--- config.mk ---
export PLATFORM = sky130hd
export DESIGN_NAME = fcuart_top
export DESIGN_NICKNAME = d
export VERILOG_FILES = /design/src/rtl/fcuart_pkg.sv /design/src/rtl/fcuart_fifo.sv /design/src/rtl/fcuart_baud.sv /design/src/rtl/fcuart_tx.sv /design/src/rtl/fcuart_rx.sv /design/src/rtl/fcuart_top.sv
export SDC_FILE = /design/constraint.sdc
export NUM_CORES = 1
export LEC_CHECK = 0
export ABC_AREA = 1
export BUFFER_PORTS_ARGS = -buffer_cell sky130_fd_sc_hd__buf_2
export CAP_MARGIN = 40
export CORE_MARGIN = 5
export CORE_UTILIZATION = 35
export CTS_CLUSTER_DIAMETER = 200
export DETAILED_ROUTE_END_ITERATION = 10
export PLACE_DENSITY_LB_ADDON = 0.05
export SLEW_MARGIN = 20
export SYNTH_ARGS = -nofsm -noshare
export SYNTH_HDL_FRONTEND = slang
export SYNTH_SLANG_ARGS = --single-unit
export TNS_END_PERCENT = 1
--- constraint.sdc ---
create_clock -name clk -period 6.2 [get_ports clk]
set_input_delay 1.24 -clock clk [delete_from_list [all_inputs] [get_ports clk]]
set_output_delay 1.24 -clock clk [all_outputs]
set_load 0.02 [all_outputs]
--- src/rtl/fcuart_pkg.sv ---
package fcuart_pkg;
   localparam int DIV_W   = 12;
   localparam int OVS     = 16;
   localparam int OVS_W   = $clog2(OVS);
   typedef enum logic [1:0] {RX_IDLE, RX_START, RX_DATA, RX_STOP} rx_state_t;
   typedef enum logic [1:0] {REG_DATA = 2'd0, REG_STAT = 2'd1, REG_DIVL = 2'd2, REG_CTRL = 2'd3} reg_addr_t;
endpackage

--- src/rtl/fcuart_fifo.sv ---
module fcuart_fifo #(
   parameter int W     = 8,
   parameter int DEPTH = 4
) (
   input  logic                       clk,
   input  logic                       rst_n,
   input  logic                       push,
   input  logic [W-1:0]               din,
   input  logic                       pop,
   output logic [W-1:0]               dout,
   output logic                       full,
   output logic                       empty,
   output logic [$clog2(DEPTH+1)-1:0] count
);
   localparam int AW = (DEPTH > 1) ? $clog2(DEPTH) : 1;
   localparam int CW = $clog2(DEPTH+1);

   generate
      if (DEPTH < 2 || (DEPTH & (DEPTH-1)) != 0) begin : g_bad_depth
         $error("fcuart_fifo: DEPTH must be a power of two >= 2");
      end
   endgenerate

   logic [W-1:0]  mem [DEPTH];
   logic [AW-1:0] wp, rp;
   logic          do_push, do_pop;

   assign full    = (count == CW'(DEPTH));
   assign empty   = (count == '0);
   assign do_push = push && !full;
   assign do_pop  = pop && !empty;
   assign dout    = mem[rp];

   always_ff @(posedge clk or negedge rst_n) begin
      if (!rst_n) begin
         wp    <= '0;
         rp    <= '0;
         count <= '0;
      end else begin
         if (do_push) wp <= wp + 1'b1;
         if (do_pop)  rp <= rp + 1'b1;
         count <= count + CW'(do_push) - CW'(do_pop);
      end
   end

   always_ff @(posedge clk) begin
      if (do_push) mem[wp] <= din;
   end


   count_bound_chk: assert property (@(posedge clk) disable iff (!rst_n)
      count <= CW'(DEPTH));

   full_push_hold_chk: assert property (@(posedge clk) disable iff (!rst_n)
      full && push && !pop |=> $stable(count));
endmodule

--- src/rtl/fcuart_baud.sv ---
module fcuart_baud
   import fcuart_pkg::*;
(
   input  logic             clk,
   input  logic             rst_n,
   input  logic [DIV_W-1:0] div,
   output logic             tick
);
   logic [DIV_W-1:0] cnt;
   logic [DIV_W-1:0] lim;

   assign lim  = (div == '0) ? DIV_W'(0) : div - 1'b1;
   assign tick = (cnt >= lim);

   always_ff @(posedge clk or negedge rst_n) begin
      if (!rst_n)    cnt <= '0;
      else if (tick) cnt <= '0;
      else           cnt <= cnt + 1'b1;
   end
endmodule

--- src/rtl/fcuart_tx.sv ---
module fcuart_tx
   import fcuart_pkg::*;
(
   input  logic       clk,
   input  logic       rst_n,
   input  logic       tick,
   input  logic       start_ok,
   input  logic [7:0] data,
   output logic       pop,
   output logic       busy,
   output logic       txd
);
   logic [9:0]       sh;
   logic [OVS_W-1:0] tcnt;
   logic [3:0]       bitn;

   assign pop = !busy && tick && start_ok;
   assign txd = busy ? sh[0] : 1'b1;

   always_ff @(posedge clk or negedge rst_n) begin
      if (!rst_n) begin
         sh   <= '1;
         tcnt <= '0;
         bitn <= '0;
         busy <= 1'b0;
      end else if (!busy) begin
         if (pop) begin
            sh   <= {1'b1, data, 1'b0};
            tcnt <= '0;
            bitn <= '0;
            busy <= 1'b1;
         end
      end else if (tick) begin
         tcnt <= tcnt + 1'b1;
         if (tcnt == OVS_W'(OVS-1)) begin
            sh   <= {1'b1, sh[9:1]};
            bitn <= bitn + 1'b1;
            if (bitn == 4'd9) busy <= 1'b0;
         end
      end
   end
endmodule

--- src/rtl/fcuart_rx.sv ---
module fcuart_rx
   import fcuart_pkg::*;
#(
   parameter int SYNC = 2
) (
   input  logic       clk,
   input  logic       rst_n,
   input  logic       tick,
   input  logic       rxd,
   output logic       push,
   output logic [7:0] data,
   output logic       ferr
);
   generate
      if (SYNC < 2) begin : g_bad_sync
         $error("fcuart_rx: SYNC must be at least 2");
      end
   endgenerate

   logic [SYNC-1:0]  sr;
   logic             rx_s;
   rx_state_t        st;
   logic [OVS_W-1:0] tcnt;
   logic [2:0]       bitn;

   always_ff @(posedge clk or negedge rst_n) begin
      if (!rst_n) sr <= '1;
      else        sr <= {sr[SYNC-2:0], rxd};
   end
   assign rx_s = sr[SYNC-1];

   always_ff @(posedge clk or negedge rst_n) begin
      if (!rst_n) begin
         st   <= RX_IDLE;
         tcnt <= '0;
         bitn <= '0;
         data <= '0;
         push <= 1'b0;
         ferr <= 1'b0;
      end else begin
         push <= 1'b0;
         if (tick) begin
            tcnt <= tcnt + 1'b1;
            unique case (st)
               RX_IDLE: begin
                  tcnt <= '0;
                  if (!rx_s) st <= RX_START;
               end
               RX_START: if (tcnt == OVS_W'(OVS/2-1)) begin
                  tcnt <= '0;
                  bitn <= '0;
                  st   <= rx_s ? RX_IDLE : RX_DATA;
               end
               RX_DATA: if (tcnt == OVS_W'(OVS-1)) begin
                  data <= {rx_s, data[7:1]};
                  bitn <= bitn + 1'b1;
                  if (bitn == 3'd7) st <= RX_STOP;
               end
               RX_STOP: if (tcnt == OVS_W'(OVS-1)) begin
                  push <= 1'b1;
                  ferr <= !rx_s;
                  st   <= RX_IDLE;
               end
               default: st <= RX_IDLE;
            endcase
         end
      end
   end
endmodule

--- src/rtl/fcuart_top.sv ---
module fcuart_top
   import fcuart_pkg::*;
#(
   parameter int            TX_DEPTH = 4,
   parameter int            RX_DEPTH = 4,
   parameter int            SYNC     = 2,
   parameter logic [11:0]   DIV_RST  = 12'd16
) (
   input  logic       clk,
   input  logic       rst_n,
   input  logic [1:0] addr,
   input  logic       wr_en,
   input  logic       rd_en,
   input  logic [7:0] wdata,
   output logic [7:0] rdata,
   output logic       txd_o,
   input  logic       rxd_i,
   input  logic       cts_i,
   output logic       rts_o
);
   logic [DIV_W-1:0] div;
   logic             hs_en, ovr, tick;
   logic             tx_full, tx_empty, tx_pop, tx_busy, start_ok;
   logic [7:0]       tx_head;
   logic             rx_full, rx_empty, rx_push, rx_ferr, rx_pop;
   logic [7:0]       rx_byte;
   logic [8:0]       rx_head;
   logic             tx_wr;

   assign tx_wr    = wr_en && (addr == REG_DATA);
   assign rx_pop   = rd_en && (addr == REG_DATA);
   assign start_ok = !tx_empty && (!hs_en || cts_i);
   assign rts_o    = !(hs_en && rx_full);

   always_ff @(posedge clk or negedge rst_n) begin
      if (!rst_n) begin
         div   <= DIV_RST;
         hs_en <= 1'b0;
         ovr   <= 1'b0;
      end else begin
         if (wr_en && addr == REG_DIVL) div[7:0] <= wdata;
         if (wr_en && addr == REG_CTRL) begin
            div[11:8] <= wdata[3:0];
            hs_en     <= wdata[7];
         end
         if (rx_push && rx_full)                      ovr <= 1'b1;
         else if (wr_en && addr == REG_STAT && wdata[4]) ovr <= 1'b0;
      end
   end

   always_comb begin
      unique case (addr)
         REG_DATA: rdata = rx_head[7:0];
         REG_STAT: rdata = {1'b0, tx_busy, rx_head[8] && !rx_empty, ovr,
                            rx_full, rx_empty, tx_empty, tx_full};
         REG_DIVL: rdata = div[7:0];
         default:  rdata = {hs_en, 3'b000, div[11:8]};
      endcase
   end

   fcuart_baud u_baud (.clk(clk), .rst_n(rst_n), .div(div), .tick(tick));

   fcuart_fifo #(.W(8), .DEPTH(TX_DEPTH)) u_txq (
      .clk(clk), .rst_n(rst_n), .push(tx_wr), .din(wdata), .pop(tx_pop),
      .dout(tx_head), .full(tx_full), .empty(tx_empty), .count());

   fcuart_tx u_tx (
      .clk(clk), .rst_n(rst_n), .tick(tick), .start_ok(start_ok), .data(tx_head),
      .pop(tx_pop), .busy(tx_busy), .txd(txd_o));

   fcuart_rx #(.SYNC(SYNC)) u_rx (
      .clk(clk), .rst_n(rst_n), .tick(tick), .rxd(rxd_i),
      .push(rx_push), .data(rx_byte), .ferr(rx_ferr));

   fcuart_fifo #(.W(9), .DEPTH(RX_DEPTH)) u_rxq (
      .clk(clk), .rst_n(rst_n), .push(rx_push), .din({rx_ferr, rx_byte}), .pop(rx_pop),
      .dout(rx_head), .full(rx_full), .empty(rx_empty), .count());


   cts_hold_chk: assert property (@(posedge clk) disable iff (!rst_n)
      hs_en && !cts_i && !tx_busy |=> !tx_busy);

   ovr_cause_chk: assert property (@(posedge clk) disable iff (!rst_n)
      $rose(ovr) |-> $past(rx_full) && $past(rx_push));

   idle_line_chk: assert property (@(posedge clk) disable iff (!rst_n)
      !tx_busy |-> txd_o);
endmodule

==> metrics, run 1 <==
result of the run=finished clean; number of global-route vias before repair=5146; maximum ir drop on the vdd rail=0.220 mV; Total Nets Final=833; synthesis-stage register bit count=147; final sum of negative setup slack=0 ps; setup repair bufs after CTS=0; HPWL Detailed=11800 um; CTS tree=yes; antenna violations before repair=0; antenna-violating nets left=0; Critical Path End Type=register; worst-margin pin slew=672 ps; # DRC=0; category of the worst setup path launch point=register; buffer cell driving the clock tree root=clkbuf_16; via density per instance=4.78; most repeated cell in the gate-level netlist after synthesis=nand2_1; time the final worst path needs with I/O delays and setup=4290 ps; cell leakage power=3.53 nW; Inserted Diodes=0; count of routing violations after the opening detailed-route iteration=222; final setup violation count=0; vertical die dimension=154 um; ratio of final minimum period to clock period=69.2%; max-slew headroom at the worst pin=55.2%; area after detailed placement=7640 um^2; CTS clock-pin slew for the worst setup and hold paths=60 ps; Clock Sink Count=147; area growth from synthesis to final layout=14.7%; fill count=2006; number of synthesized flops with an enable pin=68; launch point of the worst reg-to-reg path=div[0]; net count of the mapped netlist=794; CP Data Arrival Time=4580 ps; largest buffer count on any clock path=2; crit path kind=register to register; sequential fraction of the synthesis area=55.7%; ranking of synthesized cells by instance count=133 x nand2_1, 88 x inv_1, 88 x nor2_1; synthesized instance count=739; most used flip-flop cell after synthesis=edfxtp_1; Warnings, synthesis=0; final wirelength=16600 um; top-area cell type share of the netlist area=28.2%; average cell area after synthesis=9.79 um^2; skew final=8.24 ps; number of buffers inserted by hold repair at cts=0; share of flip-flops with an asynchronous set or reset=53.7%; starting density of the core=35.6%; die area=23600 um^2; top achievable clock speed=0.233 GHz; count of maximum capacitance violations=0; design area=8300 um^2; main area contributors after synthesis=edfxtp_1 28%, dfrtp_1 23%, nand2_1 6.9%, ha_1 6.4%, inv_1 4.6%; via count of the routed design=5076; wire length of the first global-routing pass=26700 um; number of rows created at floorplan=52; global routing usage summed across all routing layers=14.3%; CTS HTree Levels=4; CTS resizes=0; clock buffers created by TritonCTS=17; Final Max Tran Viols=0; fraction of layout instances using a drive strength above 1=14.0%; distinct cell type count of the synthesized netlist=47; Cell Pwr Density=359 nW/um^2; number of input and output port buffers inserted=25; cell type contributing the most total cell area after synthesis=edfxtp_1; width of the die=154 um; last weighted congestion value of the routability-driven placer=0.791; later-pin clock latency in the skew report=420 ps; final number of hold-violating endpoints=0; synthesized cell area=7240 um^2; number of placed I/O pins=26; core footprint=20300 um^2; unrepaired setup endpoints after global routing=no; critical path launch point=div[0]; drt first pass iters=4; worst hold path startpoint=u_rx.sr[0]; routed wire length per instance=15.6 um; highest net fanout along the worst path=23; maximum number of pins on one net before global-route repair=56; global route total overflow=0; worst hold path class=register to register; data required time of the critical path=6490 ps
-- report_power, final --
part	leakage [nW]	internal [mW]	switching, mW	total [mW]
clock network	0.297	0.675	0.413	1.09
registers	1.51	1.13	0.133	1.26
logic	1.73	0.236	0.393	0.629
total	3.53	2.04	0.939	2.98
-- routing by layer --
| metal | vias up | part of all wire [%] | routed length (um) | track usage [%] |
|---|---|---|---|---|
| li1 | 2549 | - | - | - |
| met1 | 2437 | 45 | 7540 | 17.6 |
| met2 | 74 | 50 | 8310 | 25.1 |
| met3 | 16 | 2.7 | 440 | 3.12 |
| met4 | 0 | 1.7 | 285 | 4.58 |
| met5 | - | 0 | 0 | 0 |
-- area by class of cell --
class                      count  area [um^2]  share of cell area [%]
tap                          270          338                    4.07
timing repair buffer          36          230                    2.77
sequential                   147         4030                    48.6
inverter                      92          345                    4.16
clock inverter                13          184                    2.22
multi-input combinational    484         2740                    33.0
clock buffer                  19          433                    5.21
-- worst paths after layout --
check	to	slack, ps	cells after the start
min in group asynchronous	u_txq.wp[0]	740	1
min	u_rx.sr[1]	360	0
min reg2reg	u_rx.sr[1]	360	0
max in group asynchronous	u_rx.sr[1]	4650	3
max	u_txq.count[2]	1910	20
max reg2reg	u_txq.count[2]	1910	20
-- kinds of logic (layout without fill, tap and decap cells) --
kind of cell / Yosys count / count (layout) / share of synthesized area (%)
AND/OR/NAND/NOR: 303 / 303 / 18.3
flip-flops: 147 / 147 / 55.7
adder cells (fa/ha/maj): 39 / 39 / 6.95
buffers and inverters: 108 / 160 / 6.42
XOR/XNOR: 14 / 14 / 1.69
AO/OA/AOI/OAI: 119 / 119 / 9.51
multiplexers: 9 / 9 / 1.40
-- through the flow --
stage	cells	hold WS (ps)	util [%]	total power, mW	setup WS, ps
global route	1061	358	40.9	3.17	1500
floorplan	739	345	-	1.71	2680
finish	1061	355	40.9	2.98	1910
detailed placement	1026	349	37.6	1.92	1960
CTS	1058	357	40.7	3.01	1910
global placement	1019	347	37.4	1.90	2100
-- placed cells by master (no fill, tap or decap), types with 3 or more instances in the layout --
cell,n
a21oi_1,21
a22oi_1,3
buf_2,24
buf_4,11
bufinv_16,4
clkbuf_16,17
clkinv_1,4
clkinv_4,3
dfrtp_1,67
dfstp_2,12
edfxtp_1,68
ha_1,37
inv_1,88
mux2_2,8
nand2_1,133
nand2_2,3
nand3_1,46
nand4_1,6
nor2_1,88
nor3_1,11
o211ai_1,3
o21ai_0,48
o21ai_1,13
o21ai_2,8
o221ai_1,3
o22ai_1,14
or2_2,5
xor2_1,12
-- worst max-delay path: stages (launching register included) --
cell	delay (ps)
dfrtp_1	430
inv_1	170
ha_1	170
nand4_1	100
nor2_1	380
inv_1	200
nand3_1	130
ha_1	240
a21oi_1	140
nand2_1	80
a21oi_2	210
nand2_4	230
nand2_2	420
inv_2	70
ha_1	290
inv_1	50
ha_1	130
inv_1	50
fa_1	370
xnor2_1	150
xor2_1	140
-- registers in the layout, indices dropped and copies added (netlist names), 3 cells and up, named ones only --
name / flops
u_rxq.mem: 36
u_txq.mem: 32
div: 12
u_baud.cnt: 12
u_tx.sh: 9
u_rx.data: 8
u_rx.tcnt: 4
u_tx.bitn: 4
u_tx.tcnt: 4
u_rx.bitn: 3
u_rxq.count: 3
u_txq.count: 3
(Power assumes the default switching activity.)
==> run 2, diff against run 1 <==
==> constraint.sdc (replaced) <==
create_clock -name clk -period 3.5 [get_ports clk]
set_input_delay 0.7 -clock clk [delete_from_list [all_inputs] [get_ports clk]]
set_output_delay 0.7 -clock clk [all_outputs]
set_load 0.02 [all_outputs]
==> run 2 against run 1 <==
Effect of this change: flip-flop and latch count is the same; global-route usage rose by 0.55 points; sequential power rose by 75%; clock power up 57%; final cell count increased by 3.6%; register-to-register slack worse by 1900 ps; clock skew about the same; highest routed layer unchanged.
==> metrics, run 2 (synthesis results as in run 1) <==
result of the run=finished clean; total power after layout=5.28 mW; final worst slack=53.6 ps; highest net fanout along the worst path=3; HPWL Detailed=12200 um; drt first pass iters=4; largest buffer count on any clock path=2; max-slew headroom at the worst pin=55.8%; worst hold path class=input port to asynchronous set/reset pin; flip-flop count of the largest register, all copies and words added=36; core footprint=20300 um^2; starting density of the core=35.6%; CTS tree=yes; Critical Path End Type=register; number of global-route vias before repair=5322; die area=23600 um^2; last weighted congestion value of the routability-driven placer=0.885; Total Nets Final=871; commonest non-fill, non-tap cell in the layout=nand2_1; biggest regs=u_rxq.mem (36), u_txq.mem (32); sequential standard cell area=4040 um^2; antenna violations before repair=0; area growth from synthesis to final layout=20.0%; final sum of negative setup slack=0 ps; CTS clock-pin slew for the worst setup and hold paths=60 ps; final setup violation count=0; category of the worst setup path launch point=register; CTS HTree Levels=4; fill count=2012; worst-margin pin slew=664 ps; final design utilization=42.8%; maximum ir drop on the vdd rail=0.357 mV; skew final=8.34 ps; later-pin clock latency in the skew report=420 ps; data required time of the critical path=3800 ps; final wirelength=17200 um; # DRC=0; unrepaired setup endpoints after global routing=yes; global route total overflow=0; area occupied by multi-input gates=2910 um^2; width of the die=154 um; maximum number of pins on one net before global-route repair=48; Layout Cells excl Fill=1099; buffer cell driving the clock tree root=clkbuf_16; via density per instance=4.81; number of placed I/O pins=26; Cell Pwr Density=608 nW/um^2; via count of the routed design=5289; Final Max Tran Viols=0; antenna-violating nets left=0; ratio of final minimum period to clock period=98.5%; number of input and output port buffers inserted=25; number of buffers inserted by hold repair at cts=0; CP Data Arrival Time=3750 ps; crit path kind=register to register; most frequent cells in the layout=127 x nand2_1, 82 x nor2_1, 81 x inv_1; clock buffers created by TritonCTS=17; global routing usage summed across all routing layers=14.9%; wire length of the first global-routing pass=27700 um; fraction of layout instances using a drive strength above 1=22.3%; number of rows created at floorplan=52; Clock Sink Count=147; vertical die dimension=154 um; final number of hold-violating endpoints=0; count of routing violations after the opening detailed-route iteration=230; routed wire length per instance=15.6 um; count of maximum capacitance violations=0; worst slack at placement=-93.7 ps; time the final worst path needs with I/O delays and setup=3450 ps; Inserted Diodes=0; cell leakage power=3.70 nW; Biggest register=u_rxq.mem; Placed Cells=1054; top achievable clock speed=0.290 GHz
## run 2: area by class of cell
cell class,count,share of cell area (%)
Clock inverter,12,1.27
Inverter,92,4.01
Clock buffer,20,5.15
Tap cell,270,3.89
Timing Repair Buffer,74,5.71
Sequential cell,147,46.5
Multi-Input combinational cell,484,33.5
## run 2: through the flow
step | hold slack [ps] | area [um^2]
after floorplan | 345 | 7240
after global placement | 346 | 7820
after detailed placement | 348 | 7860
after CTS | 339 | 8430
after global routing | 359 | 8680
final | 321 | 8680
## run 2: timing repair
item / 4_1_cts / 5_1_grt
endpoints found under the setup margin: 1 / 2
setup buffers: 1 / 12
pin swaps: 3 / 24
resized for setup: 5 / 38
## run 2: worst max-delay path, cell delays in order (launching register included)
cell and delay (ps):
dfrtp_1 410, nor2_2 150, buf_4 120, inv_1 70, nor4_4 270, a21oi_2 80, nor2_1 90, nand2_1 70
ha_1 290, nand2_1 90, nor2_4 150, nand2_2 70, nor2_2 110, nand2_2 80, nand2_4 70, nand2_4 50
inv_4 70, ha_4 190, inv_2 60, ha_4 120, inv_2 40, fa_2 360, xnor2_2 140, xor2_1 160
## run 2: worst paths after layout
path / startpoint / to / slack, ps / cells after the start
max: div[2] / u_txq.count[2] / 50 / 23
min: rst_n / ovr / 320 / 1
max reg2reg: div[2] / u_txq.count[2] / 50 / 23
min reg2reg: u_rx.sr[0] / u_rx.sr[1] / 360 / 0
max in group asynchronous: rst_n / u_rx.sr[1] / 2430 / 2
min in group clk: u_rx.sr[0] / u_rx.sr[1] / 360 / 0
## run 2: power by group
group,internal [mW],switching [mW],total (mW)
Sequential,2.00,0.200,2.20
Combinational,0.547,0.818,1.37
Clock,0.997,0.714,1.71
## run 2: metal layers
layer  track usage (%)  part of all wire [%]  vias to the layer above
li1                  -                     -                     2636
met1              18.8                    45                     2541
met2              24.8                    49                       84
met3              3.18                   2.8                       28
met4              6.43                   2.8                        0
met5                 0                     0                        -
==> run 3, diff against run 2 <==
--- a/config.mk
+++ b/config.mk
@@ -10,6 +10,7 @@
 export CAP_MARGIN = 40
 export CORE_MARGIN = 5
 export CORE_UTILIZATION = 35
+export CTS_BUF_LIST = sky130_fd_sc_hd__clkbuf_16
 export CTS_CLUSTER_DIAMETER = 200
 export DETAILED_ROUTE_END_ITERATION = 10
 export PLACE_DENSITY_LB_ADDON = 0.05
@@ -17,4 +18,3 @@
 export SYNTH_ARGS = -nofsm -noshare
 export SYNTH_HDL_FRONTEND = slang
 export SYNTH_SLANG_ARGS = --single-unit
-export TNS_END_PERCENT = 1
==> run 3 against run 2 <==
Effect of this change: sequential share of layout area increased by 0.054 points; critical path depth unchanged; sequential power about the same; power decreased by 0.59%; register-to-register slack barely moved; first-iteration DRC count is 0.87% lower; worst hold slack worse by 7.1 ps; final area is 0.12% lower; final cell count unchanged; largest cell class unchanged.
==> metrics, run 3 (synthesis results as in run 1) <==
result of the run=finished clean; CTS clock-pin slew for the worst setup and hold paths=60 ps; ratio of final minimum period to clock period=98.4%; fill count=2013; Biggest register=u_rxq.mem; Placed Cells=1054; number of input and output port buffers inserted=25; sequential standard cell area=4040 um^2; area growth from synthesis to final layout=19.8%; number of rows created at floorplan=52; via density per instance=4.81; Worst Path Buf+Inv=5; count of routing violations after the opening detailed-route iteration=228; CTS tree=yes; wire length of the first global-routing pass=27700 um; Total Nets Final=871; commonest non-fill, non-tap cell in the layout=nand2_1; cell leakage power=3.70 nW; clock buffers created by TritonCTS=17; worst-margin pin slew=671 ps; die area=23600 um^2; number of placed I/O pins=26; skew final=7.43 ps; worst slack on hold paths=314 ps; final setup violation count=0; peak per-stage delay on the critical path=410 ps; max-slew headroom at the worst pin=55.3%; category of the worst setup path launch point=register; worst hold path class=input port to asynchronous set/reset pin; largest buffer count on any clock path=2; via count of the routed design=5290; buffer cell driving the clock tree root=clkbuf_16; Cell Pwr Density=605 nW/um^2; cell with the biggest individual delay on the critical path=dfrtp_1; width of the die=154 um; Layout Cells excl Fill=1099; Critical Path End Type=register; global route total overflow=0; highest net fanout along the worst path=3; maximum number of pins on one net before global-route repair=48; Clock Sink Count=147; HPWL Detailed=12200 um; final number of hold-violating endpoints=0; design area=8670 um^2; area occupied by multi-input gates=2910 um^2; count of maximum capacitance violations=0; final wirelength=17100 um; global routing usage summed across all routing layers=14.9%; core footprint=20300 um^2; family with the most delay on the worst path=simple AND/OR/NAND/NOR gates; routed wire length per instance=15.6 um; flip-flop count of the largest register, all copies and words added=36; last weighted congestion value of the routability-driven placer=0.885; starting density of the core=35.6%; number of global-route vias before repair=5319; antenna-violating nets left=0; cells along the critical path=nor2_2 -> buf_4 -> inv_1 -> nor4_4 -> a21oi_2 -> nor2_1 -> nand2_1 -> ha_1 -> nand2_1 -> nor2_4 -> nand2_2 -> nor2_2 -> nand2_2 -> nand2_4 -> nand2_4 -> inv_4 -> ha_4 -> inv_2 -> ha_4 -> inv_2 -> fa_2 -> xnor2_2 -> xor2_1; vertical die dimension=154 um; # DRC=0; later-pin clock latency in the skew report=420 ps; CTS HTree Levels=4; maximum ir drop on the vdd rail=0.360 mV; Inserted Diodes=0; total power after layout=5.25 mW; time the final worst path needs with I/O delays and setup=3450 ps; drt first pass iters=4; crit path kind=register to register; most frequent cells in the layout=127 x nand2_1, 83 x inv_1, 82 x nor2_1; CP Data Arrival Time=3750 ps; antenna violations before repair=0; biggest regs=u_rxq.mem (36), u_txq.mem (32); data required time of the critical path=3800 ps; unrepaired setup endpoints after global routing=yes; area after detailed placement=7860 um^2; Final Max Tran Viols=0; fraction of layout instances using a drive strength above 1=22.2%; final sum of negative setup slack=0 ps; top achievable clock speed=0.290 GHz
==> run 3: timing repair <==
action / CTS / global route
hold buffers: 0 / 0
pin swaps: 3 / 24
endpoints found under the hold margin: 0 / 0
setup endpoints to repair: 1 / 2
setup buffers: 1 / 12
resized for setup: 5 / 38
==> run 3: final timing paths <==
| kind | from | end | slack [ps] | cells after the start |
|---|---|---|---|---|
| max | div[2] | u_txq.count[2] | 50 | 23 |
| min | rst_n | ovr | 310 | 1 |
| max reg2reg | div[2] | u_txq.count[2] | 50 | 23 |
| min reg2reg | u_rx.sr[0] | u_rx.sr[1] | 360 | 0 |
| max in group asynchronous | rst_n | u_rx.sr[1] | 2440 | 2 |
| min in group clk | u_rx.sr[0] | u_rx.sr[1] | 360 | 0 |
==> run 3: worst register-to-register path: stages, from the launching register on <==
cell     delay [ps]
dfrtp_1         410
nor2_2          150
buf_4           120
inv_1            70
nor4_4          270
a21oi_2          80
nor2_1           90
nand2_1          70
ha_1            290
nand2_1          90
nor2_4          150
nand2_2          70
nor2_2          110
nand2_2          80
nand2_4          70
nand2_4          50
inv_4            70
ha_4            190
inv_2            60
ha_4            120
inv_2            40
fa_2            360
xnor2_2         140
xor2_1          160
==> run 3: layer usage <==
metal	wire length, um	GRT usage [%]	vias to the layer above	share of wire [%]
li1	-	-	2639	-
met1	7730	18.8	2536	45
met2	8400	24.8	86	49
met3	515	3.18	29	3.0
met4	497	6.43	0	2.9
met5	0	0	-	0
==> run 3: layout make-up <==
class	instances	area share, %
multi-input combinational	484	33.5
clock buffer	17	4.91
tap	270	3.90
timing repair buffer	74	5.72
clock inverter	15	1.40
sequential	147	46.5
inverter	92	4.01
==> run 3: where the power goes <==
group          switching (mW)  internal, mW
sequential              0.199          2.00
combinational           0.818         0.547
clock                   0.712         0.968
total                    1.73          3.52
==> run 3: metrics by stage <==
step | worst slack [ps] | utilization [%]
5_1_grt | -104 | 42.7
3_5_place_dp | -93.7 | 38.7
3_3_place_gp | 70.7 | 38.5
2_1_floorplan | 44.1 | -
4_1_cts | 5.77 | 41.5
6_report | 54.8 | 42.7
